**src/rtl/boot_cmd_pkg.sv**
```systemverilog
// Package: shared states and constants of the boot command sequencer.
// Assumes command codes are compared as full 32-bit words.
package boot_cmd_pkg;

    typedef enum logic [2:0] {
        ST_IDLE,
        ST_FETCH,
        ST_DECODE,
        ST_REPLY,
        ST_CREDIT
    } bcs_state_e;

    localparam logic [31:0] CODE_NOP       = 32'd0;
    localparam logic [31:0] CODE_FINISH    = 32'd1;
    localparam logic [31:0] CODE_IDENT    = 32'd8;
    localparam logic [31:0] CODE_MAX_KNOWN = 32'd12;

    localparam logic [31:0] IDENT_VERSION  = 32'h1100_0044;
    localparam logic [31:0] IDENT_MARKER   = 32'hFFFF_FFFF;
    localparam logic [31:0] IDENT_INFO_LEN = 32'h0000_000C;
    localparam logic [31:0] IDENT_KIND     = 32'h0000_0001;

endpackage

```
**src/rtl/bcs_word_fetch.sv**
```systemverilog
// Module: reads four consecutive RAM bytes from a base address and
// assembles them little-endian. Assumes one-cycle RAM read latency and
// that start only arrives while no fetch is running.
module bcs_word_fetch #(
    parameter int AW = 11
) (
    input  logic          clk,
    input  logic          rst_n,
    input  logic          start,
    input  logic [AW-1:0] base,
    output logic          rd_en,
    output logic [AW-1:0] rd_addr,
    input  logic [7:0]    rd_data,
    output logic [31:0]   word,
    output logic          done
);

    logic          issuing;
    logic [1:0]    idx;
    logic [AW-1:0] base_q;
    logic          cap_v;
    logic [1:0]    ncap;
    logic          done_q;

    // Issue four reads, then shift returning bytes in from the top.
    always_ff @(posedge clk) begin
        if (!rst_n) begin
            issuing <= 1'b0;
            idx     <= '0;
            base_q  <= '0;
            cap_v   <= 1'b0;
            ncap    <= '0;
            word    <= '0;
            done_q  <= 1'b0;
        end else begin
            done_q <= 1'b0;
            cap_v  <= issuing;
            if (start) begin
                issuing <= 1'b1;
                idx     <= '0;
                base_q  <= base;
                ncap    <= '0;
            end else if (issuing) begin
                idx <= idx + 2'd1;
                if (idx == 2'd3) issuing <= 1'b0;
            end
            if (cap_v) begin
                word <= {rd_data, word[31:8]};
                ncap <= ncap + 2'd1;
                if (ncap == 2'd3) done_q <= 1'b1;
            end
        end
    end

    assign rd_en   = issuing;
    assign rd_addr = base_q + AW'(idx);
    assign done    = done_q;

endmodule

```
**src/rtl/bcs_reply_store.sv**
```systemverilog
// Module: writes a reply of len bytes so that its last byte lands on the
// top byte of the window, lowest byte first, one byte per cycle.
// Assumes len <= MAX_BYTES and start only while idle.
module bcs_reply_store #(
    parameter int AW        = 11,
    parameter int WIN_BYTES = 2048,
    parameter int MAX_BYTES = 16,
    localparam int LW       = $clog2(MAX_BYTES + 1),
    localparam int SW       = AW + 1
) (
    input  logic                   clk,
    input  logic                   rst_n,
    input  logic                   start,
    input  logic [LW-1:0]          len,
    input  logic [MAX_BYTES*8-1:0] payload,
    output logic                   wr_en,
    output logic [AW-1:0]          wr_addr,
    output logic [7:0]             wr_data,
    output logic                   done
);

    logic          active;
    logic [LW-1:0] idx;
    logic [LW-1:0] len_q;
    logic          done_q;
    logic [SW-1:0] addr_full;

    // Step through the reply bytes and flag completion.
    always_ff @(posedge clk) begin
        if (!rst_n) begin
            active <= 1'b0;
            idx    <= '0;
            len_q  <= '0;
            done_q <= 1'b0;
        end else begin
            done_q <= 1'b0;
            if (start) begin
                idx   <= '0;
                len_q <= len;
                if (len == '0) done_q <= 1'b1;
                else           active <= 1'b1;
            end else if (active) begin
                idx <= idx + LW'(1);
                if (idx == len_q - LW'(1)) begin
                    active <= 1'b0;
                    done_q <= 1'b1;
                end
            end
        end
    end

    // Address is top of window minus reply length plus byte index.
    always_comb begin
        addr_full = SW'(WIN_BYTES) - SW'(len_q) + SW'(idx);
        wr_addr   = addr_full[AW-1:0];
        wr_data   = payload[32'(idx)*8 +: 8];
    end

    assign wr_en = active;
    assign done  = done_q;

endmodule

```
**src/rtl/bcs_credit_reg.sv**
```systemverilog
// Module: reply credit counter and its decrement mirror.
// Assumes a load and a clear in the same cycle resolve to the load.
module bcs_credit_reg #(
    parameter int CW = 8
) (
    input  logic          clk,
    input  logic          rst_n,
    input  logic          clear,
    input  logic          load,
    input  logic [CW-1:0] load_val,
    output logic [CW-1:0] cnt,
    output logic [CW-1:0] dec
);

    // Hold the credit pair; load wins over clear.
    always_ff @(posedge clk) begin
        if (!rst_n) begin
            cnt <= '0;
            dec <= '1;
        end else if (load) begin
            cnt <= load_val;
            dec <= '1;
        end else if (clear) begin
            cnt <= '0;
            dec <= '0;
        end
    end

endmodule

```
**src/rtl/boot_cmd_seq.sv**
```systemverilog
// Module: top of the boot command sequencer. Fetches the command word of a
// top-aligned frame, decodes it, stores any reply top-aligned and then
// loads the credit pair. Assumes cmd_ready only pulses while a full frame
// sits in the RAM and that cmd_len does not exceed WIN_BYTES.
module boot_cmd_seq
    import boot_cmd_pkg::*;
#(
    parameter int WIN_BYTES = 2048,
    parameter bit EXT_RESP  = 1'b0,
    parameter int CW        = 8,
    localparam int AW       = $clog2(WIN_BYTES),
    localparam int LENW     = AW + 1
) (
    input  logic            clk,
    input  logic            rst_n,
    input  logic            cmd_ready,
    input  logic [LENW-1:0] cmd_len,
    input  logic            mbox_wr,
    output logic [AW-1:0]   mem_addr,
    output logic            mem_rd_en,
    input  logic [7:0]      mem_rd_data,
    output logic            mem_wr_en,
    output logic [7:0]      mem_wr_data,
    output logic            busy,
    output logic            boot_done,
    output logic            err_short,
    output logic            err_bad_cmd,
    output logic [CW-1:0]   credit_cnt,
    output logic [CW-1:0]   credit_dec
);

    localparam int MAXB       = 16;
    localparam int RLW        = $clog2(MAXB + 1);
    localparam int RESP_BYTES = EXT_RESP ? 16 : 4;

    bcs_state_e        state;
    logic [RLW-1:0]    rlen_q;
    logic              take_cmd;
    logic              take_short;
    logic [LENW-1:0]   base_full;
    logic              rd_en_w;
    logic [AW-1:0]     rd_addr_w;
    logic [31:0]       cmd_word;
    logic              fetch_done;
    logic              store_start;
    logic [RLW-1:0]    store_len;
    logic [MAXB*8-1:0] reply_bits;
    logic              wr_en_w;
    logic [AW-1:0]     wr_addr_w;
    logic [7:0]        wr_data_w;
    logic              store_done;

    // Classify an incoming ready pulse and locate the frame start.
    always_comb begin
        take_cmd   = (state == ST_IDLE) && cmd_ready && !boot_done && (cmd_len >= LENW'(4));
        take_short = (state == ST_IDLE) && cmd_ready && !boot_done && (cmd_len <  LENW'(4));
        base_full  = LENW'(WIN_BYTES) - cmd_len;
    end

    // Choose the identification reply layout from the format parameter.
    generate
        if (EXT_RESP) begin : g_ext
            assign reply_bits = {IDENT_KIND, IDENT_VERSION, IDENT_INFO_LEN, IDENT_MARKER};
        end else begin : g_short
            assign reply_bits = {96'd0, IDENT_VERSION};
        end
    endgenerate

    // Reply length chosen at decode; only identification replies.
    always_comb begin
        store_start = (state == ST_DECODE) && (cmd_word <= CODE_MAX_KNOWN);
        store_len   = (cmd_word == CODE_IDENT) ? RLW'(RESP_BYTES) : '0;
    end

    // Command sequencing state machine with error pulses and done flag.
    always_ff @(posedge clk) begin
        if (!rst_n) begin
            state       <= ST_IDLE;
            rlen_q      <= '0;
            boot_done   <= 1'b0;
            err_short   <= 1'b0;
            err_bad_cmd <= 1'b0;
        end else begin
            err_short   <= take_short;
            err_bad_cmd <= 1'b0;
            unique case (state)
                ST_IDLE: begin
                    if (take_cmd) state <= ST_FETCH;
                end
                ST_FETCH: begin
                    if (fetch_done) state <= ST_DECODE;
                end
                ST_DECODE: begin
                    if (cmd_word > CODE_MAX_KNOWN) begin
                        err_bad_cmd <= 1'b1;
                        state       <= ST_IDLE;
                    end else begin
                        rlen_q <= store_len;
                        if (cmd_word == CODE_FINISH) boot_done <= 1'b1;
                        state <= ST_REPLY;
                    end
                end
                ST_REPLY: begin
                    if (store_done) state <= ST_CREDIT;
                end
                ST_CREDIT: begin
                    state <= ST_IDLE;
                end
                default: state <= ST_IDLE;
            endcase
        end
    end

    bcs_word_fetch #(.AW(AW)) u_fetch (
        .clk     (clk),
        .rst_n   (rst_n),
        .start   (take_cmd),
        .base    (base_full[AW-1:0]),
        .rd_en   (rd_en_w),
        .rd_addr (rd_addr_w),
        .rd_data (mem_rd_data),
        .word    (cmd_word),
        .done    (fetch_done)
    );

    bcs_reply_store #(.AW(AW), .WIN_BYTES(WIN_BYTES), .MAX_BYTES(MAXB)) u_store (
        .clk     (clk),
        .rst_n   (rst_n),
        .start   (store_start),
        .len     (store_len),
        .payload (reply_bits),
        .wr_en   (wr_en_w),
        .wr_addr (wr_addr_w),
        .wr_data (wr_data_w),
        .done    (store_done)
    );

    bcs_credit_reg #(.CW(CW)) u_credit (
        .clk      (clk),
        .rst_n    (rst_n),
        .clear    (mbox_wr && !boot_done),
        .load     (state == ST_CREDIT),
        .load_val (CW'(rlen_q)),
        .cnt      (credit_cnt),
        .dec      (credit_dec)
    );

    // Share the single RAM port between fetch and reply phases.
    always_comb begin
        mem_rd_en   = rd_en_w;
        mem_wr_en   = wr_en_w;
        mem_wr_data = wr_data_w;
        mem_addr    = wr_en_w ? wr_addr_w : rd_addr_w;
        busy        = (state != ST_IDLE);
    end

endmodule

```
**config.mk**
```make
export PLATFORM = sky130hd
export DESIGN_NAME = boot_cmd_seq
export DESIGN_NICKNAME = d
export VERILOG_FILES = /design/src/rtl/boot_cmd_pkg.sv /design/src/rtl/bcs_word_fetch.sv /design/src/rtl/bcs_reply_store.sv /design/src/rtl/bcs_credit_reg.sv /design/src/rtl/boot_cmd_seq.sv
export SDC_FILE = /design/constraint.sdc
export NUM_CORES = 1
export LEC_CHECK = 0
export ABC_AREA = 1
export CAP_MARGIN = 15
export CORE_MARGIN = 2
export CORE_UTILIZATION = 41
export CTS_BUF_LIST = sky130_fd_sc_hd__clkbuf_4 sky130_fd_sc_hd__clkbuf_8
export CTS_CLUSTER_SIZE = 14
export DETAILED_ROUTE_END_ITERATION = 10
export GPL_TIMING_DRIVEN = 0
export PLACE_DENSITY = 0.64
export RECOVER_POWER = 100
export SYNTH_ARGS = -nofsm -noshare
export SYNTH_HDL_FRONTEND = slang
export SYNTH_SLANG_ARGS = --single-unit
```
**constraint.sdc**
```tcl
create_clock -name clk -period 5.4 [get_ports clk]
set_input_delay 0.54 -clock clk [delete_from_list [all_inputs] [get_ports clk]]
set_output_delay 0.54 -clock clk [all_outputs]
set_load 0.005 [all_outputs]
```
==> results.cfg <==
[clocking]
holdBufCountCts = 0
cts-htree-levels = 3
cts_sinks = 66
cts_tree = yes
insertion_delay_ps = 340
cts_made_buffers = 9
clockRootBuffer = clkbuf_8
cts_setup_buffers = 0
clock_path_buffers = 2
clk_pin_slew_worst_paths_ps = 70
ctsResizeCount = 0

[grt]
overflow = 0
grt_max_degree = 13
antenna_found_initial = 0
grt_pass1_wl_um = 13300
grt_use_total_pct = 18.4
grt_pass1_vias = 3025

[synth]
yosys_warnings = 0
yosysMostFrequentCell = nor2_1
synth_cells = 492
synthArstFlopShare_pct = 0
synth_area_leaders = dfxtp_1 38%, nor2_1 12%, nand2_1 7.4%
synthFlopType = dfxtp_1
synth.largest_area_cell = dfxtp_1
syn_area_um2 = 3490
synth_edf_count = 0
synth_top_cells_by_count = 114 x nor2_1, 69 x nand2_1, 66 x dfxtp_1
synth-seq-cells = 66
synth_top_cell_area_share_pct = 37.9
synth_cell_types = 33
yosysSeqAreaShare_pct = 37.9
syn_avg_cell_area_um2 = 7.09

[die]
die_h_um = 96.2
rows = 33
core_um2 = 8220
ios = 65
initial_utilization_pct = 42.4
die_w_um = 96.2
die_area_um2 = 9260

[pwr]
power_density_nw_per_um2 = 354
swShare_pct = 31.8
clockPowerShare_pct = 32.4
ir_drop_mv = 0.195
power_mw = 1.56
combPwrFrac_pct = 27.3
internal_power_mw = 1.06
switchingPower_mw = 0.494
seqPwrFrac_pct = 40.3
p_leak_nw = 1.98

[drt]
ant_nets = 0
dr_total_vias = 3181
wl_um = 7820
detail_route.iter0.violations = 134
dr.pass1.iters = 4
post_drt_via_cell_ratio = 4.71
wire_per_inst_um = 11.6
drcViolationCount = 0

[timing]
hold_viol_final = 0
fin_ws_ps = 2040
slew_viol_final = 0
tns_ps = 0
fmax_mhz = 297
min_period_ps = 3360
worstMarginPinSlew_ps = 522
fin_worst_skew_ps = 9.90
rsz0062_at_grt = false
relSlewSlack_pct = 65.1
setup_viol = 0
timing.final.crit_share_pct = 62.3

[critical_path]
r2r_slack_ps = 3560
max_stage_delay_ps = 650
r2r-end = u_fetch.base_q[9]$_SDFFE_PN0P_
critPathTopFamily = adder cells
worstPathCellList = ha_1 -> inv_1 -> fa_1 -> inv_1 -> a21oi_1 -> ha_1 -> o21ai_0 -> dlygate4sd3_1
cp-end-kind = output pin
reg2reg_from = state[0]$_SDFFE_PN0P_
arrival_ps = 2820
cp-startpoint = rlen_q[2]$_SDFFE_PN0P_
worst-path-buf-inv = 3
crit_path_max_fanout = 12
path_class = reg2out
crit_slowest_cell = dfxtp_1
worstRegToRegCells = 6
critPathLaunchType = flip-flop
crit_required_ps = 4860

[run]
maxCapViolCount = 0

[finish]
fin_util_pct = 53.6
finalNonFillerCells = 676
final_nets = 607
antenna_cells = 0
drive_gt1_share_pct = 8.23
nFillCells = 806
area_delta_synth_final_pct = 26.2

[placement]
preCtsSetupSlack_ps = 2440
gp_congestion = 0.903
portBuffers = 53
dpl.cell_count = 660
dp_hpwl_um = 6110

[min_path]
holdPathEnd = u_fetch.ncap[0]$_SDFFE_PN0P_
hold_class = reg2reg
hold_start = u_fetch.ncap[0]$_SDFFE_PN0P_
holdPathStages = 1

[status]
status = finished, final reports clean
-- how the worst max path moves through the flow --
stage                              to  depth (start not counted)
after global placement    mem_addr[6]                          8
after global routing      mem_addr[6]                          8
after floorplan           mem_addr[6]                          7
after detailed placement  mem_addr[6]                          8
after CTS                 mem_addr[6]                          8
final                     mem_addr[6]                          8
-- stage by stage --
step / hold slack, ps / cell area (um2)
after global routing: 481 / 4400
after global placement: 448 / 4190
final: 468 / 4400
after CTS: 470 / 4430
after floorplan: 433 / 3520
after detailed placement: 459 / 4190
-- layout make-up --
| type | count | area, um2 | area share (%) |
|---|---|---|---|
| clock buffers | 10 | 131 | 2.98 |
| clock inverters | 6 | 115 | 2.62 |
| multi-input cells | 357 | 1800 | 40.9 |
| inverters | 46 | 173 | 3.92 |
| plain buffers | 33 | 199 | 4.52 |
| flip-flops and latches | 66 | 1320 | 30.0 |
| well taps | 105 | 131 | 2.98 |
| repair buffers | 53 | 531 | 12.1 |
-- worst reg2reg max path, stage by stage, from the launching register on --
cell and delay [ps]:
dfxtp_1 350, nor3_1 390, inv_2 150, nor2_8 120, nand2_1 250, nand2_1 330
o21ai_0 120
-- cells in the final DEF (no fill, tap or decap), types with 2 or more instances in the layout --
master,n
conb_1,11
nor2_1,114
ha_1,15
dfxtp_1,66
clkinv_4,2
nand2_1,72
o21a_1,2
fa_1,2
clkbuf_1,13
clkbuf_4,8
nor3_1,11
nand3_1,26
nand4_1,5
a21oi_1,18
nor3_2,2
xor2_1,8
o21ai_0,51
clkdlybuf4s50_1,29
o22ai_1,6
dlygate4sd3_1,24
or2_2,3
bufinv_16,3
buf_4,13
xnor2_1,3
inv_1,43
clkbuf_8,9
inv_2,2
-- cells by family (layout without fill, tap and decap cells) --
logic type | Yosys count | count (layout) | synth area share, %
other | 1 | 11 | 0.108
DFF | 66 | 66 | 37.9
adders and majority gates | 17 | 17 | 6.53
and+or+nand+nor | 239 | 239 | 30.0
xor gates and xnor gates | 11 | 11 | 2.76
buffers and inverters | 79 | 148 | 10.9
AOI/OAI and AO/OA | 79 | 79 | 11.8
-- sequential cells by signal, summed over array words and instances, names as in the netlist --
name / count
u_credit.dec: 1
err_short: 1
u_fetch.done: 1
u_store.idx: 5
u_credit.cnt: 1
u_fetch.rd_en: 1
u_fetch.cap_v: 1
u_fetch.base_q: 11
boot_done: 1
u_fetch.idx: 2
u_store.done: 1
state: 3
u_fetch.ncap: 2
rlen_q: 1
u_store.wr_en: 1
u_fetch.word: 32
err_bad_cmd: 1
-- routing by layer --
| metal | up-vias | track usage [%] | share of wire, % |
|---|---|---|---|
| met3 | 11 | 4.15 | 4.5 |
| met1 | 1409 | 22.8 | 48 |
| met2 | 58 | 31.4 | 46 |
| met4 | 0 | 6.43 | 1.4 |
| li1 | 1703 | - | - |
| met5 | - | 0 | 0 |
-- power groups by stage --
stage | clock network (mW) | logic [mW] | registers (mW)
floorplan | 0 | 0.295 | 0.622
finish | 0.504 | 0.425 | 0.628
global route | 0.535 | 0.485 | 0.640
global placement | 0 | 0.437 | 0.638
CTS | 0.515 | 0.448 | 0.629
detailed placement | 0 | 0.445 | 0.640
Note: power is estimated with default switching activity, not from simulation.
